<file path="src/rtl/ilpwm_pkg.sv">
package ilpwm_pkg;

    localparam int DEF_CHANNELS = 10;
    localparam int DEF_SLOT_TICKS = 10;

    typedef enum logic {
        MODE_IDLE = 1'b0,
        MODE_RUN  = 1'b1
    } run_mode_e;

    function automatic run_mode_e pick_mode(input logic rst, input logic en);
        return (!rst && en) ? MODE_RUN : MODE_IDLE;
    endfunction

endpackage

</file>
<file path="src/rtl/ilpwm_timebase.sv">
module ilpwm_timebase #(
    parameter int PERIOD = 100,
    parameter int CW = 7
) (
    input  logic          clk,
    input  logic          rst,
    input  logic          run,
    output logic [CW-1:0] cnt_o,
    output logic          first_o,
    output logic          last_o
);
    logic [CW-1:0] cnt_q;

    assign first_o = (cnt_q == '0);
    assign last_o  = (cnt_q == CW'(PERIOD - 1));
    assign cnt_o   = cnt_q;

    always_ff @(posedge clk) begin
        if (rst || !run) begin
            cnt_q <= '0;
        end else if (last_o) begin
            cnt_q <= '0;
        end else begin
            cnt_q <= cnt_q + CW'(1);
        end
    end
endmodule

</file>
<file path="src/rtl/ilpwm_duty_hold.sv">
module ilpwm_duty_hold #(
    parameter int PERIOD = 100,
    parameter int DW = 7
) (
    input  logic          clk,
    input  logic          rst,
    input  logic          run,
    input  logic          boundary,
    input  logic          load,
    input  logic [DW-1:0] duty_in,
    output logic [DW-1:0] active_o
);
    localparam logic [DW-1:0] LIMIT = DW'(PERIOD);

    logic [DW-1:0] pend_q;
    logic [DW-1:0] pend_nxt;
    logic [DW-1:0] act_q;
    logic [DW-1:0] clamped;

    always_comb begin
        clamped  = (duty_in > LIMIT) ? LIMIT : duty_in;
        pend_nxt = load ? clamped : pend_q;
    end

    always_ff @(posedge clk) begin
        if (rst) begin
            pend_q <= '0;
            act_q  <= '0;
        end else begin
            pend_q <= pend_nxt;
            if (!run || boundary) begin
                act_q <= pend_nxt;
            end
        end
    end

    assign active_o = act_q;
endmodule

</file>
<file path="src/rtl/ilpwm_phase_gate.sv">
module ilpwm_phase_gate #(
    parameter int PERIOD = 100,
    parameter int CW = 7,
    parameter int DW = 7,
    parameter int OFFSET = 0
) (
    input  logic          clk,
    input  logic          rst,
    input  logic          run,
    input  logic [CW-1:0] cnt,
    input  logic [DW-1:0] active,
    output logic          gate_o
);
    logic [CW:0] phase;
    logic        on_now;
    logic        gate_q;

    generate
        if (OFFSET == 0) begin : g_origin
            assign phase = {1'b0, cnt};
        end else begin : g_shifted
            always_comb begin
                if (cnt >= CW'(OFFSET)) begin
                    phase = {1'b0, cnt} - (CW+1)'(OFFSET);
                end else begin
                    phase = {1'b0, cnt} + (CW+1)'(PERIOD - OFFSET);
                end
            end
        end
    endgenerate

    assign on_now = (phase < (CW+1)'(active));

    always_ff @(posedge clk) begin
        if (rst || !run) begin
            gate_q <= 1'b0;
        end else begin
            gate_q <= on_now;
        end
    end

    assign gate_o = gate_q;
endmodule

</file>
<file path="src/rtl/ilpwm_top.sv">
module ilpwm_top
    import ilpwm_pkg::*;
#(
    parameter int NCH = DEF_CHANNELS,
    parameter int SLOT = DEF_SLOT_TICKS,
    localparam int PERIOD = NCH * SLOT,
    localparam int CW = $clog2(PERIOD),
    localparam int DW = $clog2(PERIOD + 1)
) (
    input  logic           clk,
    input  logic           rst,
    input  logic           enable,
    input  logic [DW-1:0]  duty_in,
    input  logic           duty_load,
    output logic [NCH-1:0] gate_o,
    output logic           period_start_o
);
    run_mode_e     mode;
    logic          run;
    logic [CW-1:0] cnt_w;
    logic          first_w;
    logic          last_w;
    logic [DW-1:0] duty_w;
    logic          pstart_q;

    assign mode = pick_mode(rst, enable);
    assign run  = (mode == MODE_RUN);

    ilpwm_timebase #(.PERIOD(PERIOD), .CW(CW)) u_tb (
        .clk    (clk),
        .rst    (rst),
        .run    (run),
        .cnt_o  (cnt_w),
        .first_o(first_w),
        .last_o (last_w)
    );

    ilpwm_duty_hold #(.PERIOD(PERIOD), .DW(DW)) u_duty (
        .clk     (clk),
        .rst     (rst),
        .run     (run),
        .boundary(last_w),
        .load    (duty_load),
        .duty_in (duty_in),
        .active_o(duty_w)
    );

    generate
        for (genvar k = 0; k < NCH; k++) begin : g_ch
            ilpwm_phase_gate #(
                .PERIOD(PERIOD), .CW(CW), .DW(DW), .OFFSET(k * SLOT)
            ) u_gate (
                .clk   (clk),
                .rst   (rst),
                .run   (run),
                .cnt   (cnt_w),
                .active(duty_w),
                .gate_o(gate_o[k])
            );
        end
    endgenerate

    always_ff @(posedge clk) begin
        if (rst || !run) begin
            pstart_q <= 1'b0;
        end else begin
            pstart_q <= first_w;
        end
    end

    assign period_start_o = pstart_q;
endmodule

</file>
<file path="config.mk">
export PLATFORM = sky130hd
export DESIGN_NAME = ilpwm_top
export DESIGN_NICKNAME = d
export VERILOG_FILES = /design/src/rtl/ilpwm_pkg.sv /design/src/rtl/ilpwm_timebase.sv /design/src/rtl/ilpwm_duty_hold.sv /design/src/rtl/ilpwm_phase_gate.sv /design/src/rtl/ilpwm_top.sv
export SDC_FILE = /design/constraint.sdc
export NUM_CORES = 1
export LEC_CHECK = 0
export ABC_AREA = 1
export BUFFER_PORTS_ARGS = -buffer_cell sky130_fd_sc_hd__buf_2
export CAP_MARGIN = 10
export CORE_MARGIN = 2
export CORE_UTILIZATION = 60
export CTS_BUF_LIST = sky130_fd_sc_hd__clkbuf_4
export DETAILED_ROUTE_END_ITERATION = 6
export MAX_ROUTING_LAYER = met4
export PLACE_DENSITY = 0.78
export REMOVE_ABC_BUFFERS = 1
export SYNTH_ARGS = -nofsm -noshare
export SYNTH_HDL_FRONTEND = slang
export SYNTH_SLANG_ARGS = --single-unit
export TNS_END_PERCENT = 100
</file>
<file path="constraint.sdc">
create_clock -name clk -period 5 [get_ports clk]
set_clock_uncertainty 0.05 [all_clocks]
set_input_delay 1.5 -clock clk [delete_from_list [all_inputs] [get_ports clk]]
set_output_delay 1.5 -clock clk [all_outputs]
set_load 0.03 [all_outputs]
</file>
# After elaboration in Yosys (flattened, before gate mapping)
# Index checks and enable logic that the tools add are counted.
[classes]
n_eq_ne = 1
reduce_logical = 7
n_addsub = 19
n_mux = 12
magnitude_cmp = 20
[ops]
columns = ["cell", "n"]
rows = [
  ["$lt A8 B7 Y1", 9],
  ["$mux W8", 9],
  ["$add A7 B6 Y8 const B", 3],
  ["$add A7 B7 Y8 const B", 3],
  ["$sub A7 B6 Y8 const B", 3],
  ["$sub A7 B7 Y8 const B", 3],
  ["$ge A7 B6 Y1 const B", 3],
  ["$ge A7 B7 Y1 const B", 3],
  ["$add A7 B5 Y8 const B", 2],
  ["$sub A7 B5 Y8 const B", 2],
  ["$ge A7 B5 Y1 const B", 2],
  ["$mux W7", 2],
  ["$add A7 B4 Y8 const B", 1],
  ["$sub A7 B4 Y8 const B", 1],
  ["$add A7 B1 Y7 const B", 1],
  ["$eq A7 B7 Y1 const B", 1],
  ["$ge A7 B4 Y1 const B", 1],
  ["$gt A7 B7 Y1 const B", 1],
  ["$logic_not A7 Y1", 1],
  ["$lt A7 B7 Y1", 1],
  ["$logic_not A1 Y1", 2],
  ["$logic_or A1 B1 Y1", 2],
  ["$reduce_or A2 Y1", 1],
  ["$logic_and A1 B1 Y1", 1],
  ["$mux W1", 1],
]
[totals]
wordCells = 73
inputBits = 11
out_inout_bits = 11
ff_bits = 32

# Logic depth before layout (Yosys ltp)
# Gate-level depths: netlist of the first run.
[logic_depth]
ltp_word = 6
depth_mapped = 18
mapped_depth_nobuf = 17

# Hierarchy
# From an unflattened synthesis of the first run, not the netlist that was laid out.
[hier_totals]
cells_unflattened = 792
hier_area_um2 = 4959.8
[modules_own_cells]
columns = ["module", "instances", "area_per_inst_um2", "seq_area_each_um2", "cells_each"]
rows = [
  ["ilpwm_duty_hold", 1, 620.6, 280.3, 85],
  ["ilpwm_phase_gate at g_ch[7].u_gate", 1, 444.2, 20.0, 70],
  ["ilpwm_phase_gate at g_ch[9].u_gate", 1, 444.2, 20.0, 76],
  ["ilpwm_phase_gate at g_ch[8].u_gate", 1, 441.7, 20.0, 68],
  ["ilpwm_phase_gate at g_ch[5].u_gate", 1, 439.2, 20.0, 78],
  ["ilpwm_phase_gate at g_ch[3].u_gate", 1, 420.4, 20.0, 73],
  ["ilpwm_phase_gate at g_ch[4].u_gate", 1, 395.4, 20.0, 64],
  ["ilpwm_phase_gate at g_ch[1].u_gate", 1, 392.9, 20.0, 64],
  ["ilpwm_timebase", 1, 377.9, 140.1, 49],
  ["ilpwm_phase_gate at g_ch[2].u_gate", 1, 367.9, 20.0, 62],
  ["ilpwm_phase_gate at g_ch[6].u_gate", 1, 356.6, 20.0, 61],
  ["ilpwm_phase_gate at g_ch[0].u_gate", 1, 215.2, 20.0, 36],
  ["ilpwm_top", 1, 43.8, 20.0, 6],
]

# Worst setup path before layout of the first run
# No wires, ideal clock.
[synth_path]
path_kind = "reg-to-reg"
from = "reg u_tb.cnt_q[2], in the netlist u_tb.cnt_o[2]"
to = "reg g_ch[5].u_gate.gate_q"
period_less_slack_ns = 2.510
setup_ns = 0.070
path_buffers = 1
required_ns = 4.880
slack_ns = 2.490
arrival_time_ns = 2.391
stages_incl_launch_ff = 16
cell_sequence = "dfxtp_1 -> clkbuf_1 -> inv_1 -> ha_1 -> a21oi_2 -> inv_1 -> nand2_1 -> nand3_2 -> nand2_1 -> o21ai_0 -> ha_1 -> a21oi_1 -> nand2_1 -> nand2_1 -> nand2_1 -> a21oi_1"
[synth_via]
elab_chain_cells = 3
word_cells_on_any_way = 5
cone_classes = "2 x add/sub; 2 x order compare; 1 x mux"
[synth_lines]
columns = ["element", "line_no", "text"]
rows = [
  ["start: declaration", "ilpwm_timebase.sv:12", "logic [CW-1:0] cnt_q;"],
  ["start signal: assignment", "ilpwm_timebase.sv:24", "cnt_q <= cnt_q + CW'(1);"],
  ["$add A7 B6 Y8, or another cell as far along", "ilpwm_phase_gate.sv:26", "phase = {1'b0, cnt} + (CW+1)'(PERIOD - OFFSET);"],
  ["$mux W8 (*)", "ilpwm_phase_gate.sv:23", "if (cnt >= CW'(OFFSET)) begin"],
  ["$lt A8 B7 Y1 (*)", "ilpwm_phase_gate.sv:32", "assign on_now = (phase < (CW+1)'(active));"],
  ["end signal: assignment", "ilpwm_phase_gate.sv:38", "gate_q <= on_now;"],
  ["end: declaration", "ilpwm_phase_gate.sv:16", "logic gate_q;"],
]
# Mark *: on every way between the ends. The rest lies on a longest branch, timed or not.
# A chain may end at the register's enable or synchronous reset.

# Final worst setup path of the first run
[layout_path]
from = "reg u_tb.cnt_q[5], in the netlist u_tb.cnt_o[5]"
to = "reg g_ch[3].u_gate.gate_q"
[layout_via]
elab_chain_cells = 3
word_cells_on_any_way = 5
cone_classes = "2 x add/sub; 2 x order compare; 1 x mux"
[layout_lines]
columns = ["element", "line_no"]
rows = [
  ["$add A7 B7 Y8, or another cell as far along", "ilpwm_phase_gate.sv:26"],
  ["$mux W8 (*)", "ilpwm_phase_gate.sv:23"],
  ["$lt A8 B7 Y1 (*)", "ilpwm_phase_gate.sv:32"],
  ["end signal: assignment", "ilpwm_phase_gate.sv:38"],
  ["end: declaration", "ilpwm_phase_gate.sv:16"],
]
# Marked as above.

==> results of run 1 <==
## power groups by stage
stage / logic [uW] / clock network, uW / registers (uW)
final: 190 / 183 / 276
after detailed placement: 188 / 0 / 282
after global placement: 179 / 0 / 282
after CTS: 189 / 179 / 276
after global routing: 218 / 192 / 278
after floorplan: 126 / 0 / 293
## cell type report
cell class              count  area [um2]
multi-input cells         484        2997
clock inverters             3       23.77
flip-flops and latches     32       640.6
well taps                  80       100.1
clock buffers               5       37.54
inverters                  94       355.3
repair buffers             22       112.6
fillers                   651        2490
## registers in the layout (all words and copies together), names as in the netlist
signal and cells:
g_ch.u_gate.gate_o 10, u_tb.cnt_o 7, u_duty.active_o 7, u_duty.pend_q 7, period_start_o 1
## how the worst max path moves through the flow
| stage | from | end | slack [ns] | cells after the start |
|---|---|---|---|---|
| 3_3_place_gp | u_tb.cnt_o[5] | g_ch[3].u_gate.gate_o | 1.86 | 14 |
| 4_1_cts | u_tb.cnt_o[5] | g_ch[3].u_gate.gate_o | 1.64 | 14 |
| 3_5_place_dp | u_tb.cnt_o[5] | g_ch[3].u_gate.gate_o | 1.68 | 14 |
| 5_1_grt | u_tb.cnt_o[5] | g_ch[3].u_gate.gate_o | 1.29 | 14 |
| 6_report | u_tb.cnt_o[5] | g_ch[3].u_gate.gate_o | 1.56 | 14 |
| 2_1_floorplan | u_tb.cnt_o[5] | g_ch[2].u_gate.gate_o | 2.24 | 14 |
## worst max-delay path, stage by stage (launching register included)
cell,delay [ns]
dfxtp_1,0.92
inv_1,0.52
ha_1,0.40
inv_1,0.09
nor2_1,0.07
inv_1,0.07
o211ai_2,0.17
o21ai_0,0.24
inv_1,0.07
ha_1,0.30
inv_1,0.05
o211ai_1,0.20
inv_1,0.06
nand2_1,0.06
nor2_1,0.03
## cell families (layout without fill, tap and decap cells)
| family | count (synthesis) | in the layout | share of synthesized area (%) |
|---|---|---|---|
| and+or+nand+nor | 261 | 261 | 26.72 |
| xor gates and xnor gates | 37 | 37 | 7.785 |
| adders and majority gates | 78 | 78 | 23.44 |
| DFF | 32 | 32 | 15.39 |
| buffers and inverters | 119 | 124 | 12.62 |
| AOI/OAI and AO/OA | 108 | 108 | 14.04 |
## cell usage after synthesis (all sizes together)
cell type	count
a21boi	1
buf	23
o31ai	1
nand3	43
clkbuf	2
a21o	1
xnor2	4
dfxtp	32
a211o	1
o211ai	3
o21ai	47
xor2	33
ha	78
inv	94
a31oi	1
a211oi	1
nand2	175
nor2	42
a21oi	52
nand4	1
## stage by stage
stage	utilization, %	instances
6_report	63.15	720
5_1_grt	63.15	720
4_1_cts	63.15	720
3_5_place_dp	62.24	712
3_3_place_gp	62.24	712
2_1_floorplan	-	610
## per-layer routing
| layer | GRT usage (%) | share of wire (%) |
|---|---|---|
| met1 | 38.62 | 45 |
| met2 | 47.38 | 46 |
| met3 | 3.697 | 5.2 |
| met4 | 13.57 | 3.6 |
| met5 | - | 0 |
## layout by cell type (no fill, tap or decap), drive strengths merged, types with 5 or more instances in the layout
| master | n |
|---|---|
| nand2 | 175 |
| inv | 94 |
| ha | 78 |
| a21oi | 52 |
| o21ai | 47 |
| nand3 | 43 |
| nor2 | 42 |
| xor2 | 33 |
| dfxtp | 32 |
| buf | 22 |
| clkbuf | 5 |
==> metrics, run 1 <==
effective utilization at floorplan=slightly above 60%; Worst slew margin=slightly above 40%; largest fanout on the critical path=20; Layout area overhead=2.495%; sequential group share of total power=42.6%; Die H=roughly 87 um; cell taking the most area after synthesis=ha_1; die area=approximately 7600 um2; Total Power=about 650 uW; maxcap violations=0; Root Buffer=clkbuf_4; largest net degree at the start of global routing=27; GP Congestion=roughly 1.0; post-cts gate resize count=0; Final Max Slew Viols=0; Num Clock Sinks=32; design area=approximately 4300 um2; flop2flop setup slack=between 1.5 and 2 ns; R2R cell count=14; antenna cell count=0; r2r startpoint=u_tb.cnt_o[5]; top post-synthesis cells by area=ha_1, dfxtp_1, nand2_1; setup ws final=1.557 ns; Critical Path Start Type=flop; WHS Path Cells=2; Yosys cell types=33; core area=6756 um2; clk slew on worst S/H paths=roughly 0.15 ns; status=finished clean; HPWL after DPL=7798 um; sw power=~260 uW; Nets=roughly 730; hold-fix buffers at CTS=0; RR Endpoint=g_ch[3].u_gate.gate_o; CTS tree=done; Sw Ratio=39.60%; Tcrit/Tclk final=68.86%; Clk pwr share=between 20 and 30%; post-place setup slack=1.677 ns; number of global-route vias before repair=between 3k and 4k; FMAX=0.2904 GHz; H-tree Lvls=2; Post-Syn Instances=between 600 and 700; CP Capture Type=flop; critical hold path startpoint=u_duty.pend_q[2]; final WL=about 11000 um; DRT iter0 DRCs=about 240; share of cells above drive strength 1=a little under 9%; GRT Residual Overflow=0; worst hold slack=approximately 0.44 ns; Crit Path Class=reg -> reg; WL/cell=~15 um; RSZ-0062 raised after global routing=false; Power Density=between 150 and 200 nW/um2; first-pass GRT wire length=17670 um; sequential fraction of the synthesis area=between 10% and 20%; netlist area before placement=around 4200 um2; Num CTS Buffers=5; Worst-Margin Slew=approximately 0.88 ns; later-pin clock latency in the skew report=approximately 0.38 ns; Initial DRT Pass Iterations=7; Post-CTS Setup Inserts=0; num rows=30; top-area cell type share of the netlist area=between 20% and 30%; initial antenna violation count=0; TNS Setup=0 ns; Worst Path Arrival=about 3.6 ns; P_int=about 400 uW; IR drop worst, VDD=approximately 130 uV; vias per cell=between 5 and 6; Placement Cell Area=about 4200 um2; residual DRC count=0; # IOs=22; DR vias=3993; Min-Delay Endpoint=u_duty.pend_q[2]; crit path time final=approximately 3.4 ns; Setup Viol. Count Final=0; Mean Syn Cell Area=between 6 and 7 um2; P_leak=roughly 0.0023 uW; gr usage total=between 30 and 40%; chip width=between 80 and 90 um; Routed Antenna Nets=0; #FFs+latches synth=32; Hold Vio Cnt, Final=0; Crit path required time=~5.2 ns; HP Class=reg -> reg; clock buffer depth=2; Yosys Warn Count=0; Logic pwr share=29.3%; port buffer count=21
Note: power is estimated with default switching activity, not from simulation.
==> run 2, diff against run 1 <==
--- a/config.mk
+++ b/config.mk
@@ -5,15 +5,15 @@
 export SDC_FILE = /design/constraint.sdc
 export NUM_CORES = 1
 export LEC_CHECK = 0
-export ABC_AREA = 1
+export ABC_AREA = 0
 export BUFFER_PORTS_ARGS = -buffer_cell sky130_fd_sc_hd__buf_2
 export CAP_MARGIN = 10
 export CORE_MARGIN = 2
-export CORE_UTILIZATION = 60
+export CORE_UTILIZATION = 58
 export CTS_BUF_LIST = sky130_fd_sc_hd__clkbuf_4
 export DETAILED_ROUTE_END_ITERATION = 6
 export MAX_ROUTING_LAYER = met4
-export PLACE_DENSITY = 0.78
+export PLACE_DENSITY = 0.79
 export REMOVE_ABC_BUFFERS = 1
 export SYNTH_ARGS = -nofsm -noshare
 export SYNTH_HDL_FRONTEND = slang
==> constraint.sdc (replaced) <==
create_clock -name clk -period 2.8 [get_ports clk]
set_clock_uncertainty 0.05 [all_clocks]
set_input_delay 0.84 -clock clk [delete_from_list [all_inputs] [get_ports clk]]
set_output_delay 0.84 -clock clk [all_outputs]
set_load 0.03 [all_outputs]
==> run 2 against run 1 <==
  * Non-clock buffer count increased by 58
  * Sequential cell count unchanged
  * Register-to-register slack got worse by 1.5 ns
  * Clock-buffer cell count unchanged
  * Critical path depth decreased by 1
  * Synthesized cell count decreased by 25%
  * Hold slack improved by 0.012 ns
  * Core utilization increased by 8.5 points
  * Sequential power increased by 75%
  * Maximum frequency increased by 25%
  * Critical path type unchanged
  * Highest routed layer unchanged
==> metrics, run 2 <==
antenna cell count=0 (unchanged); residual DRC count=0 (unchanged); port buffer count=21 (unchanged); share of cells above drive strength 1=24.53% (+16 points); num rows=29 (-3.3%); status=finished clean; critical hold path startpoint=u_duty.pend_q[2]; maxcap violations=0 (unchanged); IR drop worst, VDD=247.9 uV (+98%); P_leak=0.002091 uW (-11%); Root Buffer=clkbuf_4; RR Endpoint=g_ch[9].u_gate.gate_o; HPWL after DPL=8722 um (+12%); top-area cell type share of the netlist area=24.93% (+1.5 points); Post-synth top cells=ha_1, nand2_1, xnor2_1; clock buffer depth=2 (unchanged); number of flip-flops in the largest register=10 (unchanged); Power Density=255.0 nW/um2 (+68%); Layout area overhead=17.58%; # IOs=22 (unchanged); Setup Viol. Count Final=0 (unchanged); DR vias=3855 (-3.5%); effective utilization at floorplan=60.96% (-0.65 points); final WL=11940 um (+13%); later-pin clock latency in the skew report=0.36 ns (-0.02 ns); GP Congestion=1.025 (+1.0%); Mean Syn Cell Area=8.190 um2 (+25%); CP Cell Sequence=buf_4, ha_1, a21o_1, a21oi_2, a21oi_2, buf_4, mux2i_1, xnor2_1, ha_1, nand4_1, o21ai_0, nor4_1, o21a_1; largest net degree at the start of global routing=24 (-11%); number of global-route vias before repair=3825 (+1.1%); Post-Syn Instances=478 (-25%); first-pass GRT wire length=19260 um (+9.0%); CP Capture Type=flop; Crit path required time=3.06 ns (-2.13 ns); largest fanout on the critical path=4 (-80%); Die H=86.16 um (-1.3%); worst hold slack=0.4499 ns (+0.01193 ns); Initial DRT Pass Iterations=5 (-2); most frequent cells in the layout=ha_1, buf_4, nand2_1, xnor2_1, a21oi_1; Yosys Warn Count=0 (unchanged); Worst Path Arrival=3.01 ns (-0.62 ns); Hold Vio Cnt, Final=0 (unchanged); Critical Path Start Type=flop; Num CTS Buffers=5 (unchanged); vias per cell=6.309 (+14%); DP Cell Count=597 (-16%); Min-Delay Endpoint=u_duty.pend_q[2]; FMAX=0.3636 GHz (+25%); FF+latch area=654.4 um2 (+2.1%); multi-input logic area=3113 um2 (+3.9%); core area=6422 um2 (-4.9%); Post-Layout Cell Count=611 (-15%); Yosys cell types=56 (+70%); Num Clock Sinks=32 (unchanged); RSZ-0062 raised after global routing=true; top cell family by delay on the critical path=compound AO/OA/AOI/OAI gates; r2r startpoint=u_tb.cnt_o[3]; netlist area before placement=3915 um2 (-6.0%); Worst-Margin Slew=0.6372 ns (-0.2385 ns); CTS tree=done; Total Power=1174 uW (+81%); GRT Residual Overflow=0 (unchanged); most common flop cell mapped by yosys=dfxtp_1; Crit Path Class=reg -> reg; CP bufs+invs=2 (-4); Routed Antenna Nets=0 (unchanged); hold-fix buffers at CTS=0 (unchanged); fill count=500 (-23%); flop2flop setup slack=0.05 ns (-1.51 ns); WL/cell=19.54 um (+34%); H-tree Lvls=2 (unchanged); Largest stage delay, worst path=0.38 ns (-0.54 ns); commonest non-fill, non-tap cell in the layout=ha_1; Worst slew margin=57.47% (+16 points); WHS Path Cells=2 (unchanged); Tcrit/Tclk final=98.21% (+29 points); HP Class=reg -> reg; gr usage total=34.42% (+4.3 points); CP max stage cell=dfxtp_4; initial antenna violation count=0 (unchanged); crit path time final=2.750 ns (-0.6933 ns); Final Max Slew Viols=0 (unchanged); die area=7424 um2 (-2.6%); Nets=622 (-15%); R2R cell count=13 (-1); cell taking the most area after synthesis=ha_1; #FFs+latches synth=32 (unchanged); most frequent cell after synthesis=ha_1; Post-synth EDFFs=0 (unchanged); top post-synthesis cells by area=ha_1, dfxtp_1, xnor2_1; async set-or-reset flop fraction in the synthesized netlist=0% (unchanged); chip width=86.16 um (-1.3%); Util after Layout=71.67% (+8.5 points); clk slew on worst S/H paths=0.13 ns (-0.02 ns); sequential fraction of the synthesis area=16.36% (+0.97 points); DRT iter0 DRCs=308 (+27%)
[run 2: cell count changes after synthesis, sizes merged, moves of 15 or more]
cell,delta
nor2,-16
nand3,-30
inv,-72
xor2,-31
mux2i,+15
nand2,-130
xnor2,+35
o21ai,-15
[run 2: area by class of cell]
type | count | area share [%]
multi-input combinational | 391 | 67.63
sequential | 32 | 14.22
timing repair buffer | 80 | 12.26
tap | 77 | 2.093
inverter | 23 | 1.984
clock inverter | 3 | 1.006
clock buffer | 5 | 0.8154
[run 2: cells by family (layout without fill, tap and decap cells)]
logic type / Yosys count / after routing / share of synthesized area (%)
compound gates: 135 / 135 / 23.62
simple gates: 121 / 121 / 14.83
fa+ha+maj: 78 / 78 / 24.93
buf+inv: 55 / 111 / 6.871
xor+xnor: 41 / 41 / 9.172
flops: 32 / 32 / 16.36
mux: 16 / 16 / 4.218
[run 2: worst reg2reg max path, stage by stage (launching register included)]
cell     delay (ns)
dfxtp_4        0.38
buf_4          0.14
ha_1           0.23
a21o_1         0.20
a21oi_2        0.17
a21oi_2        0.08
buf_4          0.14
mux2i_1        0.18
xnor2_1        0.15
ha_1           0.27
nand4_1        0.08
o21ai_0        0.10
nor4_1         0.35
o21a_1         0.17
[run 2: per-layer routing]
layer,GRT usage [%],routed length (um),up-vias
met5,-,0,-
met4,15.30,398,0
met3,5.871,901,42
met2,56.45,5681,181
met1,41.21,4958,1808
li1,-,-,1824
[run 2: per-stage QoR]
stage          setup slack [ns]  instance area [um2]  TNS [ns]
6_report                0.05006                 4603         0
5_1_grt                -0.04753                 4603  -0.04753
4_1_cts                 0.01415                 4447         0
2_1_floorplan           -0.5087                 3732    -2.334
3_5_place_dp           -0.03605                 4344  -0.03605
3_3_place_gp            0.06396                 4344         0
[run 2: where the power goes]
| part | total (uW) | switching, uW | leakage, uW | internal (uW) |
|---|---|---|---|---|
| registers | 484 | 7.65 | 0.000266 | 476 |
| logic | 285 | 176 | 0.00178 | 108 |
| clock network | 405 | 215 | 0.0000418 | 191 |
| total | 1170 | 398 | 0.00209 | 775 |
[run 2: how the worst max path moves through the flow]
stage / start / end / slack, ns / cells after the start
5_1_grt: u_tb.cnt_o[3] / g_ch[9].u_gate.gate_o / -0.05 / 13
3_3_place_gp: u_tb.cnt_o[4] / g_ch[1].u_gate.gate_o / 0.06 / 11
6_report: u_tb.cnt_o[3] / g_ch[9].u_gate.gate_o / 0.05 / 13
2_1_floorplan: u_tb.cnt_o[3] / g_ch[5].u_gate.gate_o / -0.51 / 11
4_1_cts: u_tb.cnt_o[4] / g_ch[6].u_gate.gate_o / 0.01 / 10
3_5_place_dp: u_tb.cnt_o[4] / g_ch[6].u_gate.gate_o / -0.04 / 10
[run 2: timing repair]
action	in CTS	in global routing
buffers inserted	2	4
setup endpoints to repair	4	9
gates resized for setup	3	34
hold endpoints to repair	0	0
pin swaps	1	10
==> run 3, diff against run 2 <==
==> constraint.sdc (replaced) <==
create_clock -name clk -period 2.8 [get_ports clk]
set_clock_uncertainty 0.05 [all_clocks]
set_input_delay 0.14 -clock clk [delete_from_list [all_inputs] [get_ports clk]]
set_output_delay 0.14 -clock clk [all_outputs]
set_load 0.03 [all_outputs]
==> run 3 against run 2 <==
  * Largest power group unchanged
  * Hold slack lost 0.44 ns
  * Global-route usage fell by 1.4 points
  * Register-to-register slack about the same
  * Sequential cell count unchanged
  * Via count is 1.6% lower
==> metrics, run 3 (synthesized netlist as in run 2, its figures left out) <==
status=finished clean; Setup Viol. Count Final=0 (unchanged); maxcap violations=0 (unchanged); Critical Path Start Type=flop; Worst slew margin=54.12% (-3.4 points); share of cells above drive strength 1=26.08% (+1.5 points); Crit path required time=3.06 ns (about the same); R2R cell count=14 (+1); chip width=86.16 um (unchanged); num rows=29 (unchanged); WHS Path Cells=3 (+1); Post-Layout Cell Count=610 (-0.16%); clock buffer depth=2 (unchanged); first-pass GRT wire length=18650 um (-3.2%); Worst Path Arrival=3.02 ns (about the same); Crit Path Class=reg -> reg; Tcrit/Tclk final=98.32% (+0.11 points); FF+latch area=651.9 um2 (-0.38%); Most Crowded Layer GR=met2; multi-input logic area=3157 um2 (+1.4%); DP Cell Count=595 (-0.34%); port buffer count=21 (unchanged); vias per cell=6.218 (-1.4%); RSZ-0062 raised after global routing=true; Hold Vio Cnt, Final=0 (unchanged); final WL=11750 um (-1.6%); Initial DRT Pass Iterations=5 (unchanged); FMAX=0.3633 GHz (-0.11%); # IOs=22 (unchanged); number of flip-flops in the largest register=10 (unchanged); CTS tree=done; DRT iter0 DRCs=367 (+19%); GRT Residual Overflow=0 (unchanged); r2r startpoint=u_tb.cnt_o[3]; number of global-route vias before repair=3730 (-2.5%); P_leak=0.002083 uW (-0.38%); effective utilization at floorplan=60.96% (unchanged); Root Buffer=clkbuf_4; later-pin clock latency in the skew report=0.37 ns (about the same); CP Capture Type=flop; initial antenna violation count=0 (unchanged); antenna cell count=0 (unchanged); largest net degree at the start of global routing=22 (-8.3%); crit path time final=2.753 ns (+0.002960 ns); CP Launch Point=u_tb.cnt_o[3]; Worst-Margin Slew=0.6883 ns (+0.05105 ns); fill count=474 (-5.2%); Num Clock Sinks=32 (unchanged); post-place setup slack=-0.1264 ns (-0.09037 ns); IR drop worst, VDD=307.6 uV (+24%); Nets=621 (-0.16%); Layout area overhead=18.15%; hold-fix buffers at CTS=0 (unchanged); HPWL after DPL=8623 um (-1.1%); Num CTS Buffers=5 (unchanged); setup ws final=0.04710 ns (-0.002960 ns); residual DRC count=0 (unchanged); gr usage total=33.04% (-1.4 points); commonest non-fill, non-tap cell in the layout=ha_1; grt met2 use=53.91% (-2.5 points); core area=6422 um2 (unchanged); DR vias=3793 (-1.6%); Power Density=254.6 nW/um2 (-0.13%); WL/cell=19.27 um (-1.4%); met3 Resource Use GR=6.160% (+0.29 points); HP Class=in -> reg; Routed Antenna Nets=0 (unchanged); H-tree Lvls=2 (unchanged); met1 Usage GRT=40.13% (-1.1 points); die area=7424 um2 (unchanged); Die H=86.16 um (unchanged); largest fanout on the critical path=6 (+2); most frequent cells in the layout=ha_1, buf_4, nand2_1, xnor2_1, a21oi_1; GP Congestion=1.015 (-0.95%); critical hold path startpoint=duty_in[1]; Final Max Slew Viols=0 (unchanged); clk slew on worst S/H paths=0.15 ns (+0.02 ns)
[run 3: cell types whose count changed in the layout (fill, tap and decap cells not counted), sizes merged]
| cell | delta |
|---|---|
| buf | -1 |
[run 3: area by class of cell]
| class | count | area share (%) |
|---|---|---|
| clock inverter | 3 | 1.001 |
| clock buffer | 5 | 0.8115 |
| sequential | 32 | 14.09 |
| timing repair buffer | 79 | 11.85 |
| inverter | 23 | 1.920 |
| tap | 77 | 2.083 |
| multi-input combinational | 391 | 68.24 |
[run 3: critical path, stage by stage (launching register included)]
cell and delay (ns):
dfxtp_4 0.38, buf_4 0.17, ha_2 0.20, a21o_1 0.19
a21oi_2 0.18, a21oi_2 0.08, buf_4 0.14, buf_4 0.13
mux2i_2 0.20, xnor2_1 0.13, ha_1 0.20, nand4_1 0.08
o21ai_0 0.09, nor4_1 0.31, o21a_1 0.16
[run 3: worst paths after layout]
kind                                               to  slack, ns
worst max register to register  g_ch[9].u_gate.gate_o       0.05
worst max-delay path            g_ch[9].u_gate.gate_o       0.05
worst min register to register       u_duty.pend_q[2]       0.45
worst min-delay path                 u_duty.pend_q[1]       0.01
[run 3: metal layers]
metal  share of wire [%]  up-vias  wire length (um)
li1                    -     1828                 -
met1                  42     1787              4986
met2                  48      142              5616
met3                 6.7       36               789
met4                 3.1        0               361
met5                   0        -                 0
[run 3: power breakdown]
part / internal (uW) / leakage, uW / total (uW) / switching [uW]
combinational: 107 / 0.00178 / 283 / 175
clock: 191 / 0.0000418 / 411 / 220
sequential: 477 / 0.000265 / 484 / 7.64
[run 3: per-stage QoR]
stage | hold slack [ns] | power (uW) | util [%] | area (um2) | TNS [ns]
2_1_floorplan | 0.1624 | 673.6 | - | 3732 | -2.334
5_1_grt | 0.02237 | 1225 | 72.02 | 4626 | -0.1443
6_report | 0.01286 | 1178 | 72.02 | 4626 | 0
3_3_place_gp | 0.3769 | 746.7 | 67.21 | 4317 | 0
4_1_cts | 0.01913 | 1161 | 68.75 | 4415 | 0
3_5_place_dp | 0.3874 | 762.1 | 67.21 | 4317 | -0.1264
[run 3: what timing repair did]
| action | 4_1_cts | 5_1_grt |
|---|---|---|
| pin swaps | 1 | 13 |
| gates resized for setup | 3 | 44 |
| endpoints found under the setup margin | 3 | 9 |
| setup buffers | 1 | 6 |
| gates cloned | 0 | 0 |
